[src/rtl/dl_cmd_pkg.sv]
package dl_cmd_pkg;
   localparam int OP_W = 2;
   typedef enum logic [2:0] {
      CMD_NONE  = 3'd0,
      CMD_WRITE = 3'd1,
      CMD_DIRECT = 3'd2,
      CMD_RESET = 3'd3,
      CMD_PAGE  = 3'd4,
      CMD_WAKE  = 3'd5,
      CMD_TEST  = 3'd6
   } cmd_e;
endpackage

[src/rtl/dl_bit_counter.sv]
module dl_bit_counter #(
   parameter int SAT   = 71,
   parameter int CNT_W = 7
) (
   input  logic             clk,
   input  logic             rst_n,
   input  logic             bit_vld,
   input  logic             clr,
   output logic [CNT_W-1:0] idx
);
   localparam logic [CNT_W-1:0] SAT_V = CNT_W'(SAT);

   if (SAT >= (1 << CNT_W)) begin : g_bad_w
      $error("counter too narrow for saturation value");
   end

   always_ff @(posedge clk or negedge rst_n) begin
      if (!rst_n) begin
         idx <= '0;
      end else if (clr) begin
         idx <= '0;
      end else if (bit_vld && idx != SAT_V) begin
         idx <= idx + 1'b1;
      end
   end


   cnt_sat_chk: assert property (@(posedge clk) disable iff (!rst_n) idx <= SAT_V);

   cnt_clear_chk: assert property (@(posedge clk) disable iff (!rst_n) clr |=> idx == '0);
endmodule

[src/rtl/dl_pwd_cmp.sv]
module dl_pwd_cmp #(
   parameter int PWD_W     = 32,
   parameter int OP_W      = 2,
   parameter int CNT_W     = 7,
   parameter bit MSB_FIRST = 1'b1
) (
   input  logic             clk,
   input  logic             rst_n,
   input  logic             bit_vld,
   input  logic             bit_val,
   input  logic             clr,
   input  logic [CNT_W-1:0] idx,
   input  logic [PWD_W-1:0] stored_pwd,
   output logic             ok
);
   localparam int POS_W = $clog2(PWD_W);
   localparam logic [CNT_W-1:0] LO = CNT_W'(OP_W);
   localparam logic [CNT_W-1:0] HI = CNT_W'(OP_W + PWD_W - 1);

   logic             in_win;
   logic [POS_W-1:0] pos;
   logic             ref_bit;

   assign in_win = bit_vld && (idx >= LO) && (idx <= HI);
   assign pos    = POS_W'(idx - LO);

   if (MSB_FIRST) begin : g_msb
      assign ref_bit = stored_pwd[POS_W'(PWD_W - 1) - pos];
   end else begin : g_lsb
      assign ref_bit = stored_pwd[pos];
   end

   always_ff @(posedge clk or negedge rst_n) begin
      if (!rst_n) begin
         ok <= 1'b1;
      end else if (clr) begin
         ok <= 1'b1;
      end else if (in_win && (bit_val != ref_bit)) begin
         ok <= 1'b0;
      end
   end


   pwd_sticky_chk: assert property (@(posedge clk) disable iff (!rst_n) (!ok && !clr) |=> !ok);
endmodule

[src/rtl/dl_field_cap.sv]
module dl_field_cap #(
   parameter int OP_W      = 2,
   parameter int PWD_W     = 32,
   parameter int DATA_W    = 32,
   parameter int ADDR_W    = 3,
   parameter int CNT_W     = 7,
   parameter bit MSB_FIRST = 1'b1
) (
   input  logic              clk,
   input  logic              rst_n,
   input  logic              bit_vld,
   input  logic              bit_val,
   input  logic              clr,
   input  logic              pwd_mode,
   input  logic [CNT_W-1:0]  idx,
   output logic [OP_W-1:0]   op,
   output logic              mark,
   output logic [DATA_W-1:0] data,
   output logic [ADDR_W-1:0] addr
);
   localparam logic [CNT_W-1:0] BASE_P = CNT_W'(OP_W + PWD_W);
   localparam logic [CNT_W-1:0] BASE_N = CNT_W'(OP_W);
   localparam logic [CNT_W-1:0] DW     = CNT_W'(DATA_W);

   logic [CNT_W-1:0]  base;
   logic              in_data;
   logic [DATA_W-1:0] data_nxt;

   assign base    = pwd_mode ? BASE_P : BASE_N;
   assign in_data = (idx > base) && (idx <= base + DW);

   if (MSB_FIRST) begin : g_msb
      assign data_nxt = {data[DATA_W-2:0], bit_val};
   end else begin : g_lsb
      assign data_nxt = {bit_val, data[DATA_W-1:1]};
   end

   always_ff @(posedge clk or negedge rst_n) begin
      if (!rst_n) begin
         op   <= '0;
         mark <= 1'b0;
         data <= '0;
         addr <= '0;
      end else if (clr) begin
         op   <= '0;
         mark <= 1'b0;
         data <= '0;
         addr <= '0;
      end else if (bit_vld) begin
         if (idx < CNT_W'(OP_W)) begin
            op <= {op[OP_W-2:0], bit_val};
         end
         if (idx == base) begin
            mark <= bit_val;
         end
         if (in_data) begin
            data <= data_nxt;
         end
         addr <= {addr[ADDR_W-2:0], bit_val};
      end
   end
endmodule

[src/rtl/dl_decode.sv]
module dl_decode
   import dl_cmd_pkg::*;
#(
   parameter int PWD_W    = 32,
   parameter int DATA_W   = 32,
   parameter int ADDR_W   = 3,
   parameter int NBLK     = 8,
   parameter int KEY_W    = 4,
   parameter int TEST_KEY = 6,
   parameter int CNT_W    = 7,
   parameter int SAT      = 71
) (
   input  logic [CNT_W-1:0]  cnt,
   input  logic [OP_W-1:0]   op,
   input  logic              mark,
   input  logic              pwd_ok,
   input  logic              pwd_mode,
   input  logic              int_err,
   input  logic [KEY_W-1:0]  master_key,
   input  logic [ADDR_W-1:0] addr,
   input  logic [NBLK-1:0]   lock_bits,
   input  logic              otp,
   output cmd_e              typ,
   output logic              err,
   output logic              locked,
   output logic              ignore,
   output logic              pwd_fail
);
   localparam logic [CNT_W-1:0] L_SHORT = CNT_W'(OP_W);
   localparam logic [CNT_W-1:0] L_WR    = CNT_W'(OP_W + 1 + DATA_W + ADDR_W);
   localparam logic [CNT_W-1:0] L_WRP   = CNT_W'(OP_W + PWD_W + 1 + DATA_W + ADDR_W);
   localparam logic [CNT_W-1:0] L_DA    = CNT_W'(OP_W + 1 + ADDR_W);
   localparam logic [CNT_W-1:0] L_DAP   = CNT_W'(OP_W + PWD_W + 1 + ADDR_W);
   localparam logic [CNT_W-1:0] L_WAKE  = CNT_W'(OP_W + PWD_W);
   localparam logic [KEY_W-1:0] KEY_V   = KEY_W'(TEST_KEY);

   logic [NBLK-1:0] blk_sel;
   logic            blk_lock;
   cmd_e            pick;
   logic            need_pwd;

   for (genvar b = 0; b < NBLK; b++) begin : g_blk
      assign blk_sel[b] = (addr == ADDR_W'(b)) && lock_bits[b];
   end
   assign blk_lock = |blk_sel;

   always_comb begin
      pick     = CMD_NONE;
      need_pwd = 1'b0;
      ignore   = 1'b0;
      if (cnt >= L_SHORT && cnt != CNT_W'(SAT)) begin
         unique case (op)
            2'b00: pick = (cnt == L_SHORT) ? CMD_RESET : CMD_NONE;
            2'b01: begin
               pick   = CMD_TEST;
               ignore = (master_key == KEY_V);
            end
            default: begin
               if (cnt == L_SHORT) begin
                  pick = CMD_PAGE;
               end else if (!pwd_mode) begin
                  if (cnt == L_WR)                 pick = CMD_WRITE;
                  else if (cnt == L_DA && !mark)   pick = CMD_DIRECT;
               end else begin
                  need_pwd = 1'b1;
                  if (cnt == L_WRP)                     pick = CMD_WRITE;
                  else if (cnt == L_DAP && !mark)       pick = CMD_DIRECT;
                  else if (cnt == L_WAKE && !op[0])     pick = CMD_WAKE;
               end
            end
         endcase
      end
   end

   assign pwd_fail = pwd_mode && op[1] && (cnt >= L_WAKE) && !pwd_ok;
   assign err      = int_err || (pick == CMD_NONE) || (need_pwd && !pwd_ok);
   assign typ      = err ? CMD_NONE : pick;
   assign locked   = !err && (pick == CMD_WRITE) && (blk_lock || otp);
endmodule

[src/rtl/dl_cmd_parser.sv]
module dl_cmd_parser
   import dl_cmd_pkg::*;
#(
   parameter int PWD_W     = 32,
   parameter int DATA_W    = 32,
   parameter int ADDR_W    = 3,
   parameter int NBLK      = 8,
   parameter int KEY_W     = 4,
   parameter int TEST_KEY  = 6,
   parameter bit MSB_FIRST = 1'b1
) (
   input  logic              clk,
   input  logic              rst_n,
   input  logic              bit_vld,
   input  logic              bit_val,
   input  logic              bit_err,
   input  logic              frame_end,
   input  logic              pwd_mode,
   input  logic              aor_mode,
   input  logic [KEY_W-1:0]  master_key,
   input  logic [PWD_W-1:0]  stored_pwd,
   input  logic [NBLK-1:0]   lock_bits,
   input  logic              otp,
   output logic              cmd_vld,
   output logic [2:0]        cmd_type,
   output logic              cmd_page,
   output logic              cmd_lock,
   output logic [DATA_W-1:0] cmd_data,
   output logic [ADDR_W-1:0] cmd_addr,
   output logic              cmd_err,
   output logic              cmd_locked,
   output logic              cur_page,
   output logic              mod_en
);
   localparam int SAT   = OP_W + PWD_W + 1 + DATA_W + ADDR_W + 1;
   localparam int CNT_W = $clog2(SAT + 1);

   if (NBLK != (1 << ADDR_W)) begin : g_bad_blk
      $error("block count must match address width");
   end
   if (ADDR_W < 2 || DATA_W < 2 || PWD_W < 2) begin : g_bad_w
      $error("field widths too small");
   end
   if (TEST_KEY >= (1 << KEY_W)) begin : g_bad_key
      $error("test key does not fit key width");
   end

   logic [CNT_W-1:0]  idx;
   logic              pwd_ok;
   logic [OP_W-1:0]   op;
   logic              mark;
   logic [DATA_W-1:0] data;
   logic [ADDR_W-1:0] addr;
   logic              int_err;
   logic              awake;
   cmd_e              typ;
   logic              err, locked, ignore, pwd_fail;
   logic              page_cmd;

   dl_bit_counter #(.SAT(SAT), .CNT_W(CNT_W)) u_cnt (
      .clk(clk), .rst_n(rst_n), .bit_vld(bit_vld), .clr(frame_end), .idx(idx));

   dl_pwd_cmp #(.PWD_W(PWD_W), .OP_W(OP_W), .CNT_W(CNT_W), .MSB_FIRST(MSB_FIRST)) u_pwd (
      .clk(clk), .rst_n(rst_n), .bit_vld(bit_vld), .bit_val(bit_val), .clr(frame_end),
      .idx(idx), .stored_pwd(stored_pwd), .ok(pwd_ok));

   dl_field_cap #(.OP_W(OP_W), .PWD_W(PWD_W), .DATA_W(DATA_W), .ADDR_W(ADDR_W),
                  .CNT_W(CNT_W), .MSB_FIRST(MSB_FIRST)) u_cap (
      .clk(clk), .rst_n(rst_n), .bit_vld(bit_vld), .bit_val(bit_val), .clr(frame_end),
      .pwd_mode(pwd_mode), .idx(idx), .op(op), .mark(mark), .data(data), .addr(addr));

   dl_decode #(.PWD_W(PWD_W), .DATA_W(DATA_W), .ADDR_W(ADDR_W), .NBLK(NBLK), .KEY_W(KEY_W),
               .TEST_KEY(TEST_KEY), .CNT_W(CNT_W), .SAT(SAT)) u_dec (
      .cnt(idx), .op(op), .mark(mark), .pwd_ok(pwd_ok), .pwd_mode(pwd_mode),
      .int_err(int_err), .master_key(master_key), .addr(addr), .lock_bits(lock_bits),
      .otp(otp), .typ(typ), .err(err), .locked(locked), .ignore(ignore), .pwd_fail(pwd_fail));

   assign page_cmd = (typ == CMD_WRITE) || (typ == CMD_DIRECT) ||
                     (typ == CMD_PAGE)  || (typ == CMD_WAKE);

   always_ff @(posedge clk or negedge rst_n) begin
      if (!rst_n) begin
         int_err <= 1'b0;
      end else if (frame_end) begin
         int_err <= 1'b0;
      end else if (bit_err) begin
         int_err <= 1'b1;
      end
   end

   always_ff @(posedge clk or negedge rst_n) begin
      if (!rst_n) begin
         cmd_vld    <= 1'b0;
         cmd_type   <= CMD_NONE;
         cmd_page   <= 1'b0;
         cmd_lock   <= 1'b0;
         cmd_data   <= '0;
         cmd_addr   <= '0;
         cmd_err    <= 1'b0;
         cmd_locked <= 1'b0;
         cur_page   <= 1'b0;
         awake      <= 1'b0;
      end else begin
         cmd_vld <= 1'b0;
         if (frame_end && !ignore) begin
            cmd_vld    <= 1'b1;
            cmd_type   <= typ;
            cmd_page   <= op[0];
            cmd_lock   <= mark;
            cmd_data   <= data;
            cmd_addr   <= addr;
            cmd_err    <= err;
            cmd_locked <= locked;
            if (page_cmd) begin
               cur_page <= op[0];
            end else if (typ == CMD_RESET) begin
               cur_page <= 1'b0;
            end
            if (typ == CMD_WAKE) begin
               awake <= 1'b1;
            end else if (typ == CMD_RESET || pwd_fail) begin
               awake <= 1'b0;
            end
         end
      end
   end

   assign mod_en = !aor_mode || awake;


   no_overlap_chk: assert property (@(posedge clk) disable iff (!rst_n) !(bit_vld && frame_end));

   vld_after_end_chk: assert property (@(posedge clk) disable iff (!rst_n) cmd_vld |-> $past(frame_end));

   err_lock_excl_chk: assert property (@(posedge clk) disable iff (!rst_n) cmd_vld |-> !(cmd_err && cmd_locked));

   err_none_chk: assert property (@(posedge clk) disable iff (!rst_n)
      (cmd_vld && cmd_err) |-> cmd_type == CMD_NONE);

   page_hold_chk: assert property (@(posedge clk) disable iff (!rst_n)
      !$stable(cur_page) |-> (cmd_vld && !cmd_err));

   wake_rise_chk: assert property (@(posedge clk) disable iff (!rst_n)
      $rose(awake) |-> (cmd_vld && cmd_type == CMD_WAKE));

   test_gate_chk: assert property (@(posedge clk) disable iff (!rst_n)
      (cmd_vld && cmd_type == CMD_TEST) |-> $past(master_key) != KEY_W'(TEST_KEY));
endmodule

[config.mk]
export PLATFORM = sky130hd
export DESIGN_NAME = dl_cmd_parser
export DESIGN_NICKNAME = d
export VERILOG_FILES = /design/src/rtl/dl_cmd_pkg.sv /design/src/rtl/dl_bit_counter.sv /design/src/rtl/dl_pwd_cmp.sv /design/src/rtl/dl_field_cap.sv /design/src/rtl/dl_decode.sv /design/src/rtl/dl_cmd_parser.sv
export SDC_FILE = /design/constraint.sdc
export NUM_CORES = 1
export LEC_CHECK = 0
export BUFFER_PORTS_ARGS = -buffer_cell sky130_fd_sc_hd__buf_2
export CORE_UTILIZATION = 55
export DETAILED_ROUTE_END_ITERATION = 12
export PLACE_DENSITY = 0.8
export REMOVE_ABC_BUFFERS = 1
export SLEW_MARGIN = 5
export SYNTH_ARGS = -nofsm -noshare
export SYNTH_HDL_FRONTEND = slang
export SYNTH_SLANG_ARGS = --single-unit
[constraint.sdc]
create_clock -name clk -period 5.5 [get_ports clk]
set_input_delay 1.65 -clock clk [delete_from_list [all_inputs] [get_ports clk]]
set_output_delay 1.65 -clock clk [all_outputs]
set_load 0.03 [all_outputs]
==> impl_metrics.ini <==
[run_status]
status = completed

[critical_path]
r2r_cells = 9
cp.required_ns = 5.72
r2r-end = u_cap.data[1]
worstSetupPathType = input port to flip-flop
crit_start = pwd_mode
rrSetupSlack_ns = 2.39
start_kind = input port
cp.arrival_ns = 3.90
r2r_start = u_cnt.idx[1]
crit_path_end_kind = flip-flop
crit_fanout = 17

[floorplanning]
coreArea_sq_um = 7888
start_util_pct = 57.93
dieArea_sq_um = 8677
die_y_um = 93.15
rows = 32
io_pins = 98
die_x_um = 93.15

[finish]
fin_area_sq_um = 5259
drive_gt1_share_pct = 25.52
final_common_cell = nand2_1
n_antenna_cell = 0
final_cell_mix = 123 x nand2_1, 96 x buf_2, 91 x dfrtp_1, 54 x nor2_1, 42 x mux2i_1
utilization_pct = 66.67
area_delta_synth_final_pct = 15.09
nets = 587
instances_no_fill = 631

[timing]
max_freq_ghz = 0.2721
maxSlewViolCount = 0
finalCritPeriodShare_pct = 66.82
finalCriticalPeriod_ns = 3.675
finClkSkew_ns = 0.01029
relSlewSlack_pct = 51.06
tns_ns = 0
worstMarginPinSlew_ns = 0.7341
hold_violations = 0
rsz0062_at_grt = false
setup_viol = 0
worst_slack_ns = 1.825

[placed_design]
io_buffers = 97
dp_hpwl_mm = 6.350
place_inst = 616
postPlaceCellArea_sq_um = 5064
gp_congestion = 0.8259
place_ws_ns = 1.498

[clock_tree]
post_cts_resized = 0
cts_tree = yes
clockRootBuffer = clkbuf_8
cts_max_path_buffers = 2
cts_setup_buffers = 0
cts-htree-levels = 3
path_clk_slew_ns = 0.09
cts_num_sinks = 92
clock_latency_ns = 0.36
ctsHoldBuffers = 0
numCtsBuffers = 9

[pwr]
p_leak_nw = 2.952
ir_worst_vdd_mv = 0.1367
powerDensity_nw_per_um2 = 251.1

[yosys]
yosys_register_bits = 92
yosysWarningCount = 0
netlist_area_sq_um = 4569
synth-edff-count = 0
syn-instance-count = 436
avgSynthCellArea_sq_um = 10.48
async_flop_share_pct = 100.0
yosysSeqAreaShare_pct = 50.41
synth_cell_types = 59
synth_ff_type = dfrtp_1

[min_path]
hold_depth = 2
holdPathEnd = cmd_data[21]
min-delay-start = cmd_data[21]
hp-class = flip-flop to flip-flop

[detailed_routing]
drt-initial-drc-count = 148
wire_per_inst_um = 14.46
vias_per_cell = 5.393
wl_mm = 9.124
drc_errors = 0
dr.pass1.iters = 4
vias = 3403
ant_nets = 0

[grt]
grt_overflow_total = 0
grt_max_degree = 55
grt_first_pass_wirelength_mm = 15.90
antenna_found_initial = 0
grt_pass1_vias = 3381
grt_usage_pct = 23.29

[job]
drv_cap = 0
-- routing by layer --
| layer | global-route usage (%) | up-vias | routed length, um |
|---|---|---|---|
| met3 | 4.228 | 12 | 303 |
| met2 | 37.87 | 77 | 4448 |
| met5 | 0 | - | 0 |
| met4 | 8.590 | 0 | 142 |
| li1 | - | 1669 | - |
| met1 | 31.35 | 1645 | 4229 |
-- critical path: stages --
cell	delay, ns
buf_2	0.15
inv_1	0.08
ha_1	0.37
o21bai_1	0.17
a21oi_1	0.12
o221ai_4	0.61
buf_4	0.42
mux2i_1	0.25
nor2_1	0.06
-- cells in the mapped netlist (3+ instances only) --
cell type  instances  area [sq um]
nand2_1          123         461.7
dfrtp_1           91          2277
nor2_1            54         202.7
mux2i_1           42         420.4
clkbuf_1          10         37.54
ha_1               9         112.6
mux4_1             8         210.2
nand3_1            8         40.04
a21oi_1            7         35.03
buf_6              7         78.83
xor2_1             6         52.55
o21ai_0            5         25.02
a31oi_1            3         18.77
buf_4              3         22.52
inv_1              3         11.26
mux4_2             3         67.56
nand2b_1           3         18.77
-- where the power goes --
| group | internal (mW) | switching [mW] | total (mW) |
|---|---|---|---|
| logic | 0.0680 | 0.0947 | 0.163 |
| registers | 0.688 | 0.0133 | 0.701 |
| clock network | 0.212 | 0.245 | 0.457 |
-- how the worst max path moves through the flow --
stage | endpoint | slack (ns)
global route | u_cap.data[1] | 1.73
global placement | u_cap.data[26] | 1.64
floorplan | cmd_locked | 1.26
finish | u_cap.data[1] | 1.82
CTS | u_cap.data[1] | 1.85
detailed placement | u_cap.data[23] | 1.50
-- metrics by stage --
stage	power (mW)	hold WS (ns)
2_1_floorplan	0.8122	0.4385
3_3_place_gp	0.8729	0.4534
3_5_place_dp	0.8790	0.4578
4_1_cts	1.332	0.4798
5_1_grt	1.376	0.4941
6_report	1.320	0.4715
-- cell type report --
type | instances | area, sq um
clock buffers | 9 | 123.9
clock inverters | 6 | 71.32
fillers | 634 | 2629
inverters | 5 | 18.77
multi-input cells | 316 | 2096
flip-flops and latches | 92 | 2303
well taps | 102 | 127.6
repair buffers | 101 | 518.0
-- sequential cells by signal (all words and copies together), names as in the netlist --
| signal | count |
|---|---|
| int_err | 1 |
| cmd_addr | 3 |
| u_cnt.idx | 7 |
| u_pwd.ok | 1 |
| awake | 1 |
| cmd_locked | 1 |
| cur_page | 1 |
| u_cap.data | 32 |
| cmd_vld | 1 |
| cmd_data | 32 |
| cmd_page | 1 |
| u_cap.mark | 1 |
| u_cap.addr | 3 |
| u_cap.op | 2 |
| cmd_lock | 1 |
| cmd_err | 1 |
| cmd_type | 3 |
-- cell families after synthesis --
kind of cell               after synthesis  share of synthesized area [%]
muxes                                   53                          15.28
and+or+nand+nor                        210                          20.18
adders and majority gates                9                          2.464
AOI/OAI and AO/OA                       36                          6.161
buffers and inverters                   28                          3.971
xor gates and xnor gates                 8                          1.533
DFF                                     92                          50.41
Note: power is estimated with default switching activity, not from simulation.
